### config.mk
export PLATFORM = sky130hd
export DESIGN_NAME = hostbus_regif
export DESIGN_NICKNAME = d
export VERILOG_FILES = /design/src/rtl/hostbus_pkg.sv /design/src/rtl/hostbus_decode.sv /design/src/rtl/hostbus_regs.sv /design/src/rtl/hostbus_irq.sv /design/src/rtl/hostbus_regif.sv
export SDC_FILE = /design/constraint.sdc
export NUM_CORES = 1
export LEC_CHECK = 0
export BUFFER_PORTS_ARGS = -buffer_cell sky130_fd_sc_hd__clkbuf_2
export CAP_MARGIN = 10
export CORE_MARGIN = 2
export CORE_UTILIZATION = 45
export CTS_CLUSTER_DIAMETER = 50
export DETAILED_ROUTE_END_ITERATION = 6
export GPL_TIMING_DRIVEN = 1
export PLACE_DENSITY = 0.72
export SLEW_MARGIN = 40
export SYNTH_ARGS = -nofsm -noshare
export SYNTH_HDL_FRONTEND = slang
export SYNTH_SLANG_ARGS = --single-unit
### constraint.sdc
create_clock -name clk -period 5.43 [get_ports clk]
set_input_delay 0.8145 -clock clk [delete_from_list [all_inputs] [get_ports clk]]
set_output_delay 0.8145 -clock clk [all_outputs]
set_load 0.01 [all_outputs]
### src/rtl/hostbus_pkg.sv
package hostbus_pkg;
  localparam int BUS_W = 8;
  localparam int RSJ_W = 3;
  localparam int EN_W  = 4;

  localparam logic [BUS_W-1:0] A_SETUP0  = 8'h00;
  localparam logic [BUS_W-1:0] A_SETUP1  = 8'h01;
  localparam logic [BUS_W-1:0] A_TIMING  = 8'h02;
  localparam logic [BUS_W-1:0] A_CTRL    = 8'h03;
  localparam logic [BUS_W-1:0] A_RXCLR   = 8'h04;
  localparam logic [BUS_W-1:0] A_STAT    = 8'h05;
  localparam logic [BUS_W-1:0] A_STATRX  = 8'h06;
  localparam logic [BUS_W-1:0] A_MASK_HI = 8'h07;
  localparam logic [BUS_W-1:0] A_MASK_LO = 8'h08;
  localparam logic [BUS_W-1:0] A_ERRTX   = 8'h09;
  localparam logic [BUS_W-1:0] A_ERRRX   = 8'h0A;
  localparam logic [BUS_W-1:0] A_TRIG_HI = 8'h0B;
  localparam logic [BUS_W-1:0] A_TRIG_LO = 8'h0C;

  localparam logic [BUS_W-1:0] RST_SETUP1 = 8'h80;
  localparam logic [BUS_W-1:0] RST_TIMING = 8'h59;
  localparam logic [RSJ_W-1:0] RST_RSJ    = 3'd2;

  // command bit positions in the control register
  localparam int CB_TXREQ  = 3;
  localparam int CB_ABORT  = 4;
  localparam int CB_INTCLR = 5;
  localparam int CB_CRST   = 6;
  localparam int CB_RXALL  = 7;

  // window decode: mode 1 plain range, mode 0 needs matching high byte
  function automatic logic addr_hit(input logic mode, input logic [BUS_W-1:0] bus,
                                    input logic [BUS_W-1:0] low, input logic [BUS_W-1:0] hi,
                                    input logic [BUS_W-1:0] last);
    if (mode) return (bus <= last);
    return (bus == hi) && (low <= last);
  endfunction

  // any enabled interrupt source
  function automatic logic irq_any(input logic [EN_W-1:0] en, input logic tx,
                                   input logic rx, input logic ov, input logic er);
    return (en[0] & tx) | (en[1] & rx) | (en[2] & ov) | (en[3] & er);
  endfunction
endpackage

### src/rtl/hostbus_decode.sv
module hostbus_decode
  import hostbus_pkg::*;
#(
  parameter logic [BUS_W-1:0] WIN_HI    = 8'h80,
  parameter logic [BUS_W-1:0] LAST_ADDR = 8'h4C
) (
  input  logic             clk,
  input  logic             rst_n,
  input  logic             mode_sel,
  input  logic             ale,
  input  logic [BUS_W-1:0] addr_bus,
  input  logic [BUS_W-1:0] data_in,
  output logic [BUS_W-1:0] reg_addr,
  output logic             sel
);
  logic [BUS_W-1:0] low_q;

  always_ff @(posedge clk or negedge rst_n) begin
    if (!rst_n)   low_q <= '0;
    else if (ale) low_q <= data_in;
  end

  assign reg_addr = mode_sel ? addr_bus : low_q;
  assign sel      = addr_hit(mode_sel, addr_bus, low_q, WIN_HI, LAST_ADDR);
endmodule

### src/rtl/hostbus_regs.sv
module hostbus_regs
  import hostbus_pkg::*;
#(
  parameter int NBUF = 3,
  parameter int ID_W = 11
) (
  input  logic             clk,
  input  logic             rst_n,
  input  logic             sel,
  input  logic [BUS_W-1:0] reg_addr,
  input  logic             cs,
  input  logic             wr_n,
  input  logic             rd_n,
  input  logic [BUS_W-1:0] data_in,
  input  logic [BUS_W-1:0] stat_main,
  input  logic [BUS_W-1:0] stat_rx,
  input  logic [BUS_W-1:0] err_cnt_tx,
  input  logic [BUS_W-1:0] err_cnt_rx,
  output logic [BUS_W-1:0] data_out,
  output logic             data_oe,
  output logic [BUS_W-1:0] setup0,
  output logic [BUS_W-1:0] setup1,
  output logic [BUS_W-1:0] timing,
  output logic [RSJ_W-1:0] rsj,
  output logic [ID_W-1:0]  acc_mask,
  output logic [ID_W-1:0]  trig_id,
  output logic             cmd_txreq,
  output logic             cmd_abort,
  output logic             cmd_intclr,
  output logic             cmd_ctrl_rst,
  output logic             cmd_rxclr_all,
  output logic [NBUF-1:0]  cmd_rxclr
);
  localparam int LO_W  = ID_W - BUS_W;
  localparam int PAD_W = BUS_W - LO_W;

  logic wr_act, wr_prev, wr_en, wr_first, ctrl_first;

  assign wr_act     = cs & ~wr_n & rd_n;
  assign wr_en      = wr_act & sel;
  assign wr_first   = wr_en & ~wr_prev;
  assign ctrl_first = wr_first && (reg_addr == A_CTRL);
  assign data_oe    = cs & ~rd_n & wr_n;

  always_ff @(posedge clk or negedge rst_n) begin
    if (!rst_n) begin
      wr_prev  <= 1'b0;
      setup0   <= '0;
      setup1   <= RST_SETUP1;
      timing   <= RST_TIMING;
      rsj      <= RST_RSJ;
      acc_mask <= '0;
      trig_id  <= '0;
    end else begin
      wr_prev <= wr_act;
      if (wr_en) begin
        case (reg_addr)
          A_SETUP0:  setup0 <= data_in;
          A_SETUP1:  setup1 <= data_in;
          A_TIMING:  timing <= data_in;
          A_CTRL:    rsj    <= data_in[RSJ_W-1:0];
          A_MASK_HI: acc_mask[ID_W-1:LO_W] <= data_in;
          A_MASK_LO: acc_mask[LO_W-1:0]    <= data_in[BUS_W-1 -: LO_W];
          A_TRIG_HI: trig_id[ID_W-1:LO_W]  <= data_in;
          A_TRIG_LO: trig_id[LO_W-1:0]     <= data_in[BUS_W-1 -: LO_W];
          default: ;
        endcase
      end
    end
  end

  // command strobes: registered, one per write pulse
  always_ff @(posedge clk or negedge rst_n) begin
    if (!rst_n) begin
      cmd_txreq     <= 1'b0;
      cmd_abort     <= 1'b0;
      cmd_intclr    <= 1'b0;
      cmd_ctrl_rst  <= 1'b0;
      cmd_rxclr_all <= 1'b0;
    end else begin
      cmd_txreq     <= ctrl_first & data_in[CB_TXREQ];
      cmd_abort     <= ctrl_first & data_in[CB_ABORT];
      cmd_intclr    <= ctrl_first & data_in[CB_INTCLR];
      cmd_ctrl_rst  <= ctrl_first & data_in[CB_CRST];
      cmd_rxclr_all <= ctrl_first & data_in[CB_RXALL];
    end
  end

  for (genvar b = 0; b < NBUF; b++) begin : g_rxclr
    always_ff @(posedge clk or negedge rst_n) begin
      if (!rst_n) cmd_rxclr[b] <= 1'b0;
      else        cmd_rxclr[b] <= wr_first && (reg_addr == A_RXCLR) && data_in[b];
    end
  end

  logic [BUS_W-1:0] rd_mux;
  always_comb begin
    case (reg_addr)
      A_SETUP0:  rd_mux = setup0;
      A_SETUP1:  rd_mux = setup1;
      A_TIMING:  rd_mux = timing;
      A_CTRL:    rd_mux = {{(BUS_W-RSJ_W){1'b0}}, rsj};
      A_STAT:    rd_mux = stat_main;
      A_STATRX:  rd_mux = stat_rx;
      A_MASK_HI: rd_mux = acc_mask[ID_W-1:LO_W];
      A_MASK_LO: rd_mux = {acc_mask[LO_W-1:0], {PAD_W{1'b0}}};
      A_ERRTX:   rd_mux = err_cnt_tx;
      A_ERRRX:   rd_mux = err_cnt_rx;
      A_TRIG_HI: rd_mux = trig_id[ID_W-1:LO_W];
      A_TRIG_LO: rd_mux = {trig_id[LO_W-1:0], {PAD_W{1'b0}}};
      default:   rd_mux = '0;
    endcase
  end

  assign data_out = sel ? rd_mux : '0;
endmodule

### src/rtl/hostbus_irq.sv
module hostbus_irq
  import hostbus_pkg::*;
(
  input  logic            clk,
  input  logic            rst_n,
  input  logic [EN_W-1:0] en,
  input  logic            ev_tx,
  input  logic            ev_rx,
  input  logic            ev_ov,
  input  logic            err_lvl,
  input  logic            clr,
  output logic            err_rise,
  output logic            irq_n
);
  logic err_q, pend_q, set_now;

  assign err_rise = err_lvl & ~err_q;
  assign set_now  = irq_any(en, ev_tx, ev_rx, ev_ov, err_rise);

  always_ff @(posedge clk or negedge rst_n) begin
    if (!rst_n) begin
      err_q  <= 1'b0;
      pend_q <= 1'b0;
    end else begin
      err_q  <= err_lvl;
      pend_q <= set_now | (pend_q & ~clr);
    end
  end

  assign irq_n = ~pend_q;
endmodule

### src/rtl/hostbus_regif.sv
module hostbus_regif
  import hostbus_pkg::*;
#(
  parameter logic [BUS_W-1:0] WIN_HI    = 8'h80,
  parameter logic [BUS_W-1:0] LAST_ADDR = 8'h4C,
  parameter int               NBUF      = 3,
  parameter int               ID_W      = 11
) (
  input  logic             clk,
  input  logic             rst_n,
  input  logic             mode_sel,
  input  logic             cs,
  input  logic             wr_n,
  input  logic             rd_n,
  input  logic             ale,
  input  logic [BUS_W-1:0] addr_bus,
  input  logic [BUS_W-1:0] data_in,
  output logic [BUS_W-1:0] data_out,
  output logic             data_oe,
  input  logic             ev_tx_done,
  input  logic             ev_rx_done,
  input  logic             ev_overrun,
  input  logic             err_passive,
  input  logic             bus_off,
  input  logic [BUS_W-1:0] stat_main,
  input  logic [BUS_W-1:0] stat_rx,
  input  logic [BUS_W-1:0] err_cnt_tx,
  input  logic [BUS_W-1:0] err_cnt_rx,
  output logic [BUS_W-1:0] cfg_setup0,
  output logic [BUS_W-1:0] cfg_setup1,
  output logic [BUS_W-1:0] cfg_timing,
  output logic [RSJ_W-1:0] cfg_rsj,
  output logic [ID_W-1:0]  acc_mask,
  output logic [ID_W-1:0]  trig_id,
  output logic             cmd_txreq,
  output logic             cmd_abort,
  output logic             cmd_ctrl_rst,
  output logic             cmd_rxclr_all,
  output logic [NBUF-1:0]  cmd_rxclr,
  output logic             irq_n
);
  logic [BUS_W-1:0] reg_addr;
  logic             sel;
  logic             intclr;
  logic             err_rise;

  hostbus_decode #(.WIN_HI(WIN_HI), .LAST_ADDR(LAST_ADDR)) u_dec (
    .clk(clk), .rst_n(rst_n), .mode_sel(mode_sel), .ale(ale),
    .addr_bus(addr_bus), .data_in(data_in), .reg_addr(reg_addr), .sel(sel)
  );

  hostbus_regs #(.NBUF(NBUF), .ID_W(ID_W)) u_regs (
    .clk(clk), .rst_n(rst_n), .sel(sel), .reg_addr(reg_addr),
    .cs(cs), .wr_n(wr_n), .rd_n(rd_n), .data_in(data_in),
    .stat_main(stat_main), .stat_rx(stat_rx),
    .err_cnt_tx(err_cnt_tx), .err_cnt_rx(err_cnt_rx),
    .data_out(data_out), .data_oe(data_oe),
    .setup0(cfg_setup0), .setup1(cfg_setup1), .timing(cfg_timing), .rsj(cfg_rsj),
    .acc_mask(acc_mask), .trig_id(trig_id),
    .cmd_txreq(cmd_txreq), .cmd_abort(cmd_abort), .cmd_intclr(intclr),
    .cmd_ctrl_rst(cmd_ctrl_rst), .cmd_rxclr_all(cmd_rxclr_all), .cmd_rxclr(cmd_rxclr)
  );

  hostbus_irq u_irq (
    .clk(clk), .rst_n(rst_n), .en(cfg_setup0[EN_W-1:0]),
    .ev_tx(ev_tx_done), .ev_rx(ev_rx_done), .ev_ov(ev_overrun),
    .err_lvl(err_passive | bus_off), .clr(intclr),
    .err_rise(err_rise), .irq_n(irq_n)
  );
endmodule

==> results of run 1 <==
## layer usage
metal / GRT usage [%] / routed length [µm] / up-vias
met5: 0 / 0 / -
met4: 9.90 / 303 / 0
met3: 4.33 / 812 / 25
met2: 41.9 / 5370 / 160
met1: 39.0 / 5240 / 1642
li1: - / - / 1465
## sequential cells by signal (all words and copies together) (netlist names)
signal and count:
u_regs.trig_id 11, u_regs.cmd_rxclr_all 1, u_regs.acc_mask 11, u_regs.cmd_abort 1, u_regs.cmd_ctrl_rst 1, u_irq.pend_q 1, u_dec.low_q 8, u_regs.wr_prev 1
u_regs.timing 8, u_regs.setup1 8, u_regs.cmd_txreq 1, u_regs.setup0 8, u_regs.cmd_intclr 1, u_regs.cmd_rxclr 3, u_irq.err_q 1, u_regs.rsj 3
## synth_stat cells, types with 2 or more instances
library cell | instances | area [µm²]
dfrtp_1 | 62 | 1550
nor4_4 | 2 | 42.5
or2_2 | 3 | 18.8
nor3_4 | 3 | 48.8
o21ai_0 | 13 | 65.1
and2_1 | 9 | 56.3
a221oi_1 | 3 | 26.3
nand2_1 | 6 | 22.5
mux2_2 | 57 | 642
nor3b_1 | 17 | 128
buf_2 | 4 | 20.0
nor2_1 | 13 | 48.8
buf_6 | 2 | 22.5
a222oi_1 | 5 | 50.1
a211oi_1 | 4 | 30.0
and3b_1 | 5 | 43.8
nor3_1 | 8 | 40.0
dfstp_2 | 6 | 158
nand3_1 | 2 | 10.0
inv_1 | 5 | 18.8
a22oi_1 | 9 | 67.6
nor3b_4 | 3 | 56.3
o2bb2ai_1 | 2 | 17.5
nor4b_1 | 15 | 131
o22ai_1 | 2 | 12.5
or3_1 | 2 | 12.5
nor4_1 | 6 | 37.5
clkbuf_1 | 3 | 11.3
a31oi_1 | 8 | 50.1
a2111oi_0 | 5 | 43.8
## stage by stage
stage          worst slack (ps)  power (W)  cells  instance area (µm²)  utilization, %
2_1_floorplan              2010   0.000588    302                 3660               -
3_3_place_gp               1570   0.000649    524                 4390            56.2
3_5_place_dp               1580   0.000651    524                 4390            56.3
4_1_cts                    1570    0.00120    539                 4660            59.6
5_1_grt                    1310    0.00123    539                 4670            59.9
6_report                   1500    0.00120    539                 4670            59.9
## cell type report
cell class | count | area (µm²) | area share, %
Multi-Input combinational cell | 220 | 1900 | 40.6
Tap cell | 102 | 128 | 2.73
Timing Repair Buffer | 129 | 659 | 14.1
Inverter | 5 | 18.8 | 0.401
Sequential cell | 68 | 1710 | 36.6
Clock inverter | 6 | 138 | 2.94
Clock buffer | 9 | 124 | 2.65
## critical path: stages
cell,delay (ps)
clkbuf_2,240
nor3b_1,480
nor2_1,300
nor3_1,620
a222oi_1,240
a31oi_1,240
clkbuf_2,170
## placed cells by master (no fill, tap or decap), types with 2 or more instances in the layout
| cell | Yosys | layout |
|---|---|---|
| clkbuf_2 | 0 | 124 |
| dfrtp_1 | 62 | 62 |
| mux2_2 | 57 | 57 |
| nor3b_1 | 17 | 17 |
| nor4b_1 | 15 | 15 |
| o21ai_0 | 13 | 13 |
| nor2_1 | 13 | 12 |
| a22oi_1 | 9 | 9 |
| and2_1 | 9 | 9 |
| clkbuf_8 | 0 | 9 |
| nor3_1 | 8 | 8 |
| a31oi_1 | 8 | 8 |
| nand2_1 | 6 | 6 |
| dfstp_2 | 6 | 6 |
| inv_1 | 5 | 5 |
| and3b_1 | 5 | 5 |
| a222oi_1 | 5 | 5 |
| nor4_1 | 6 | 5 |
| a2111oi_0 | 5 | 5 |
| a211oi_1 | 4 | 4 |
| bufinv_16 | 0 | 4 |
| nor3_4 | 3 | 3 |
| or2_2 | 3 | 3 |
| a221oi_1 | 3 | 3 |
| nor3b_4 | 3 | 3 |
| buf_4 | 0 | 3 |
| o22ai_2 | 0 | 2 |
| nand3_1 | 2 | 2 |
| o2bb2ai_1 | 2 | 2 |
| or3_1 | 2 | 2 |
| nor4_4 | 2 | 2 |
| clkinv_4 | 0 | 2 |
## worst min path at each step
stage	endpoint	from
after floorplan	u_irq.pend_q$_DFF_PN0_	u_regs.cmd_intclr$_DFF_PN0_
after global placement	u_irq.pend_q$_DFF_PN0_	u_regs.cmd_intclr$_DFF_PN0_
after detailed placement	u_irq.pend_q$_DFF_PN0_	u_regs.cmd_intclr$_DFF_PN0_
after CTS	u_irq.pend_q$_DFF_PN0_	u_regs.cmd_intclr$_DFF_PN0_
after global routing	u_irq.pend_q$_DFF_PN0_	u_regs.cmd_intclr$_DFF_PN0_
final	u_irq.pend_q$_DFF_PN0_	u_regs.cmd_intclr$_DFF_PN0_
## kinds of logic after synthesis
family | count (synthesis) | synth area share (%)
AOI/OAI and AO/OA | 60 | 12.3
buffers and inverters | 14 | 1.98
muxes | 58 | 17.8
DFF | 68 | 46.7
and+or+nand+nor | 102 | 21.2
## report_power, final
group / internal, W / total, W / switching (W)
Clock: 0.000351 / 0.000553 / 0.000203
Sequential: 0.000515 / 0.000525 / 0.00000997
Combinational: 0.0000412 / 0.000118 / 0.0000770
Total: 0.000907 / 0.00120 / 0.000290
==> reports/summary.txt, run 1 <==
vias in the first global route -> 3195
Hold Buf Count CTS -> 0
DR pass1 iterations -> 5
Pwr per Cell Area -> 256 nW/µm²
register area share after synthesis -> 46.7%
DR WL/cell -> 21.7 µm
Min Hold Slack -> 487 ps
I/O Buffers -> 125
type of the worst setup path -> in -> out
Inserted Clock Buffers -> 9
VDD IR max -> 0.145 mV
Synth async-reset ratio -> 100%
Die Y -> 94.2 µm
endpoint type of the worst setup path -> primary output
worst hold-check path type -> reg -> reg
Worst Setup SP -> mode_sel
Area Overhead vs Synth -> 27.8%
most frequently used flop master after synthesis -> dfrtp_1
Worst Tran Pin Value -> 867 ps
Setup Skew -> 10.8 ps
worst r2r src -> u_dec.low_q[0]$_DFFE_PN0P_
period utilization -> 72.3%
IO Count -> 126
Clock Tree Buf Depth -> 2
CP endpoint -> data_out[2]
CTS tree -> yes
worst-path maximum fanout -> 21
Seq cells post-synth -> 68
cts repair resizes -> 0
Starting Density -> 46.9%
maxcap violations -> 0
initial antenna violation count -> 0
antenna-violating nets left -> 0
Reg2Reg Depth -> 5
global-route wire length before repair -> 18.0 mm
Cell Area, Synth -> 3660 µm²
Hold Path Depth -> 1
# setup viols final -> 0
H-Tree Depth -> 3
Synth Net Count -> 362
status -> finished, final reports clean
fill count -> 708
Clk pin slew, worst setup/hold paths -> 80 ps
Fin. Hold Viols -> 0
total number of vias -> 3292
Core Box Area -> 7810 µm²
setup TNS -> 0 ps
DP HPWL -> 8.72 mm
GRT Total Usage -> 27.3%
GRT overflow -> 0
DRT Wirelength -> 11.7 mm
Post-CTS Setup Bufs -> 0
die area -> 8870 µm²
RSZ-0062 raised after global routing -> false
Max Freq -> 0.255 GHz
Crit path required time -> 4620 ps
Synth Instances -> 302
chip width -> 94.2 µm
Total Nets Final -> 493
via/cell ratio -> 6.11
GP Congestion -> 0.924
Worst Setup Start Kind -> input pin
Final Slew Violations -> 0
largest net degree at the start of global routing -> 69
Row Count -> 32
Worst EP arrival -> 3110 ps
CTS Root Cell -> clkbuf_8
Leak -> 2.23 nW
ant diodes -> 0
post-route minimum period -> 3930 ps
worst skew pair latency -> 350 ps
RR Endpoint -> u_regs.setup1[3]$_DFFE_PN0P_
layout cells sized above 1 -> 51.9%
Syn Area/Cell -> 12.1 µm²
Ys Warns -> 0
reg2reg setup slack -> 2460 ps
Slew headroom -> 42.2%
Starting DRT DRC Count -> 273
post-synthesis cell type count -> 48
EDFF count, synth -> 0
CTS Sinks -> 68
Post-route DRC -> 0
Power figures use the tool's default switching activity.
==> run 2, diff against run 1 <==
- clock period: 5.43 -> 3.95 ns (I/O delays scaled with it)
==> reports/summary.txt, run 2 (synthesis gave the netlist of run 1 again) <==
Setup Skew -> 10.4 ps
VDD IR max -> 0.272 mV
largest net degree at the start of global routing -> 37
Max Freq -> 0.289 GHz
GP Congestion -> 0.919
total power -> 0.00144 W
die area -> 8870 µm²
most frequent cells in the layout -> 124 x clkbuf_2, 62 x dfrtp_1, 57 x mux2_2
Starting Density -> 46.9%
CTS Root Cell -> clkbuf_8
worst-path maximum fanout -> 21
ant diodes -> 0
placed cells -> 530
Inserted Clock Buffers -> 9
global-route wire length before repair -> 17.5 mm
Worst Tran Pin Value -> 879 ps
Crit path required time -> 3360 ps
DP HPWL -> 8.83 mm
cts repair resizes -> 0
period utilization -> 87.6%
Fin. Hold Viols -> 0
initial antenna violation count -> 0
GRT Total Usage -> 26.4%
via/cell ratio -> 6.04
DRT Wirelength -> 11.4 mm
Min Hold Slack -> 198 ps
H-Tree Depth -> 3
Placed Area -> 4440 µm²
type of the worst setup path -> in -> out
RSZ-0062 raised after global routing -> false
Starting DRT DRC Count -> 243
Slew headroom -> 41.4%
CTS tree -> yes
worst hold-check path type -> in -> async
Clock Tree Buf Depth -> 2
CTS Sinks -> 68
Hold Buf Count CTS -> 0
setup TNS -> 0 ps
Worst EP arrival -> 2870 ps
Post-CTS Setup Bufs -> 0
post-route minimum period -> 3460 ps
most common cell after layout, fill and taps aside -> clkbuf_2
fin cells -> 546
GRT overflow -> 0
Final Cell Area -> 4630 µm²
endpoint type of the worst setup path -> primary output
Row Count -> 32
Area Overhead vs Synth -> 26.6%
DR pass1 iterations -> 5
Die Y -> 94.2 µm
maxcap violations -> 0
worst skew pair latency -> 340 ps
chip width -> 94.2 µm
# setup viols final -> 0
status -> finished, final reports clean
DR WL/cell -> 20.9 µm
total number of vias -> 3297
vias in the first global route -> 3210
Leak -> 2.21 nW
IO Count -> 126
biggest regs -> u_regs.acc_mask x11, u_regs.trig_id x11
I/O Buffers -> 125
Total Nets Final -> 499
Post-route DRC -> 0
Worst Setup Start Kind -> input pin
layout cells sized above 1 -> 51.8%
Pwr per Cell Area -> 310 nW/µm²
Core Box Area -> 7810 µm²
Final Slew Violations -> 0
Clk pin slew, worst setup/hold paths -> 70 ps
antenna-violating nets left -> 0
## run 2: cell types whose count changed in the layout (fill, tap and decap cells not counted), sizes merged
cell      change
buf           +6
bufinv        -3
clkinvlp      +2
clkbuf        +2
## run 2: cell type report
class,count,area (µm²)
Fill cell,696,3180
Multi-Input combinational cell,220,1890
Sequential cell,68,1710
Timing Repair Buffer,135,703
Clock buffer,11,131
Tap cell,102,128
Clock inverter,5,55.1
Inverter,5,18.8
## run 2: critical path, stage by stage
cell      delay [ps]
clkbuf_2         240
nor3b_1          480
nor2_1           300
nor3_1           600
a222oi_1         240
a31oi_1          230
clkbuf_2         180
## run 2: power breakdown
group	switching (W)	internal (W)
Sequential	0.0000126	0.000709
Clock	0.000258	0.000290
Combinational	0.000106	0.0000607
## run 2: path summary, 6_finish.rpt
check                      slack [ps]  depth (start not counted)                         from                       endpoint
hold reg to reg                   480                          1  u_regs.cmd_intclr$_DFF_PN0_         u_irq.pend_q$_DFF_PN0_
setup reg to reg                 1220                          6   u_dec.low_q[0]$_DFFE_PN0P_  u_regs.trig_id[3]$_DFFE_PN0P_
hold / removal                    200                          1                        rst_n  u_regs.cmd_rxclr[1]$_DFF_PN0_
min in group clk                  450                          2                  err_passive          u_irq.err_q$_DFF_PN0_
max in group asynchronous        2950                          2                        rst_n   u_regs.timing[4]$_DFFE_PN1P_
setup / recovery                  490                          7                     mode_sel                    data_out[6]
## run 2: per-stage QoR
stage	util, %	worst slack, ps
floorplan	-	977
global placement	56.8	593
detailed placement	56.8	631
CTS	59.2	592
global route	59.3	365
finish	59.3	489
## run 2: routing by layer
metal,vias up,GRT usage (%),wire (µm)
met1,1631,36.4,4910
met5,-,0,0
li1,1477,-,-
met2,173,43.0,5500
met4,0,7.61,165
met3,16,4.33,839
==> run 3, diff against run 2 <==
- CORE_UTILIZATION: 45 -> 50
- PLACE_DENSITY: 0.72 -> 0.79
==> reports/summary.txt, run 3 (synthesis gave the netlist of run 1 again) <==
Post-route DRC -> 0
# setup viols final -> 0
antenna-violating nets left -> 0
Starting Density -> 51.0%
DR WL/cell -> 20.8 µm
reg2reg setup slack -> 1090 ps
RR Endpoint -> u_regs.acc_mask[5]$_DFFE_PN0P_
vias in the first global route -> 3163
largest net degree at the start of global routing -> 38
DR pass1 iterations -> 7
maxcap violations -> 0
fill count -> 602
ant diodes -> 0
cts repair resizes -> 0
total number of vias -> 3328
RSZ-0062 raised after global routing -> false
global-route wire length before repair -> 16.9 mm
Starting DRT DRC Count -> 286
post-route minimum period -> 3550 ps
CTS Sinks -> 68
Final Cell Area -> 4650 µm²
via/cell ratio -> 6.14
worst skew pair latency -> 350 ps
Setup Skew -> 9.13 ps
IO Count -> 126
Fin. Hold Viols -> 0
endpoint type of the worst setup path -> primary output
Post-CTS Setup Bufs -> 0
biggest regs -> u_regs.acc_mask x11, u_regs.trig_id x11
worst r2r src -> u_dec.low_q[6]$_DFFE_PN0P_
DRT Wirelength -> 11.3 mm
CTS tree -> yes
Hold Buf Count CTS -> 0
Slew headroom -> 43.9%
Clk pin slew, worst setup/hold paths -> 70 ps
Leak -> 2.22 nW
Core Box Area -> 7180 µm²
Final Slew Violations -> 0
Total Nets Final -> 498
layout cells sized above 1 -> 51.9%
Die Y -> 89.5 µm
Reg2Reg Depth -> 6
I/O Buffers -> 125
GRT overflow -> 0
Placed Area -> 4430 µm²
worst-path maximum fanout -> 21
GP Congestion -> 0.891
initial antenna violation count -> 0
Pwr per Cell Area -> 327 nW/µm²
status -> finished, final reports clean
chip width -> 89.5 µm
most frequent cells in the layout -> 124 x clkbuf_2, 62 x dfrtp_1, 57 x mux2_2
H-Tree Depth -> 3
Worst Tran Pin Value -> 841 ps
period utilization -> 89.9%
DP HPWL -> 8.72 mm
setup TNS -> 0 ps
Crit path required time -> 3360 ps
Inserted Clock Buffers -> 9
type of the worst setup path -> in -> out
Area Overhead vs Synth -> 27.0%
GRT Total Usage -> 28.9%
Clock Tree Buf Depth -> 2
CTS Root Cell -> clkbuf_8
Worst Setup Start Kind -> input pin
die area -> 8020 µm²
most common cell after layout, fill and taps aside -> clkbuf_2
Worst EP arrival -> 2960 ps
Max Freq -> 0.282 GHz
Row Count -> 31
VDD IR max -> 0.186 mV
worst hold-check path type -> in -> async
==> run 3: cell types whose count changed in the layout (fill, tap and decap cells not counted) <==
cell / delta
clkinv_2: -1
buf_4: -2
buf_2: +1
clkbuf_1: -1
inv_6: +1
bufinv_16: +1
==> run 3: metrics by stage <==
| step | total power, W | utilization (%) | setup slack (ps) | cells | hold slack (ps) |
|---|---|---|---|---|---|
| after floorplan | 0.000808 | - | 977 | 302 | 297 |
| after global placement | 0.000897 | 61.6 | 508 | 526 | 465 |
| after detailed placement | 0.000900 | 61.7 | 432 | 526 | 480 |
| after CTS | 0.00153 | 64.7 | 423 | 542 | 301 |
| after global routing | 0.00157 | 64.8 | 196 | 542 | 354 |
| final | 0.00152 | 64.8 | 398 | 542 | 284 |
==> run 3: critical path, stage by stage <==
cell and delay [ps]:
clkbuf_2 250, nor3b_1 500, nor2_1 290, nor3_1 700
a222oi_1 250, a31oi_1 220, clkbuf_2 160
==> run 3: routing by layer <==
metal	up-vias	GRT usage, %	wire, µm
li1	1472	-	-
met1	1633	39.7	4810
met2	202	44.7	5340
met3	21	4.52	886
met4	0	14.0	261
met5	-	0	0
==> run 3: how the worst max path moves through the flow <==
stage          cells past startpoint  slack, ps  startpoint           to
2_1_floorplan                      7        980    mode_sel  data_out[6]
3_3_place_gp                       7        510    mode_sel  data_out[2]
3_5_place_dp                       8        430    mode_sel  data_out[5]
6_report                           7        400    mode_sel  data_out[2]
4_1_cts                            8        420    mode_sel  data_out[5]
5_1_grt                            8        200    mode_sel  data_out[0]
==> run 3: cell type report <==
class	instances	area, µm²	area share (%)
multi-input combinational	220	1890	40.6
inverter	5	18.8	0.404
clock buffer	10	128	2.75
timing repair buffer	134	693	14.9
sequential	68	1710	36.8
tap	99	124	2.67
clock inverter	6	88.8	1.91
==> run 3: power by group <==
part	internal, W	total [W]	switching [W]	leakage, nW
Clock	0.000357	0.000630	0.000274	0.103
Combinational	0.0000598	0.000167	0.000107	1.22
Sequential	0.000708	0.000722	0.0000134	0.900
Total	0.00112	0.00152	0.000394	2.22
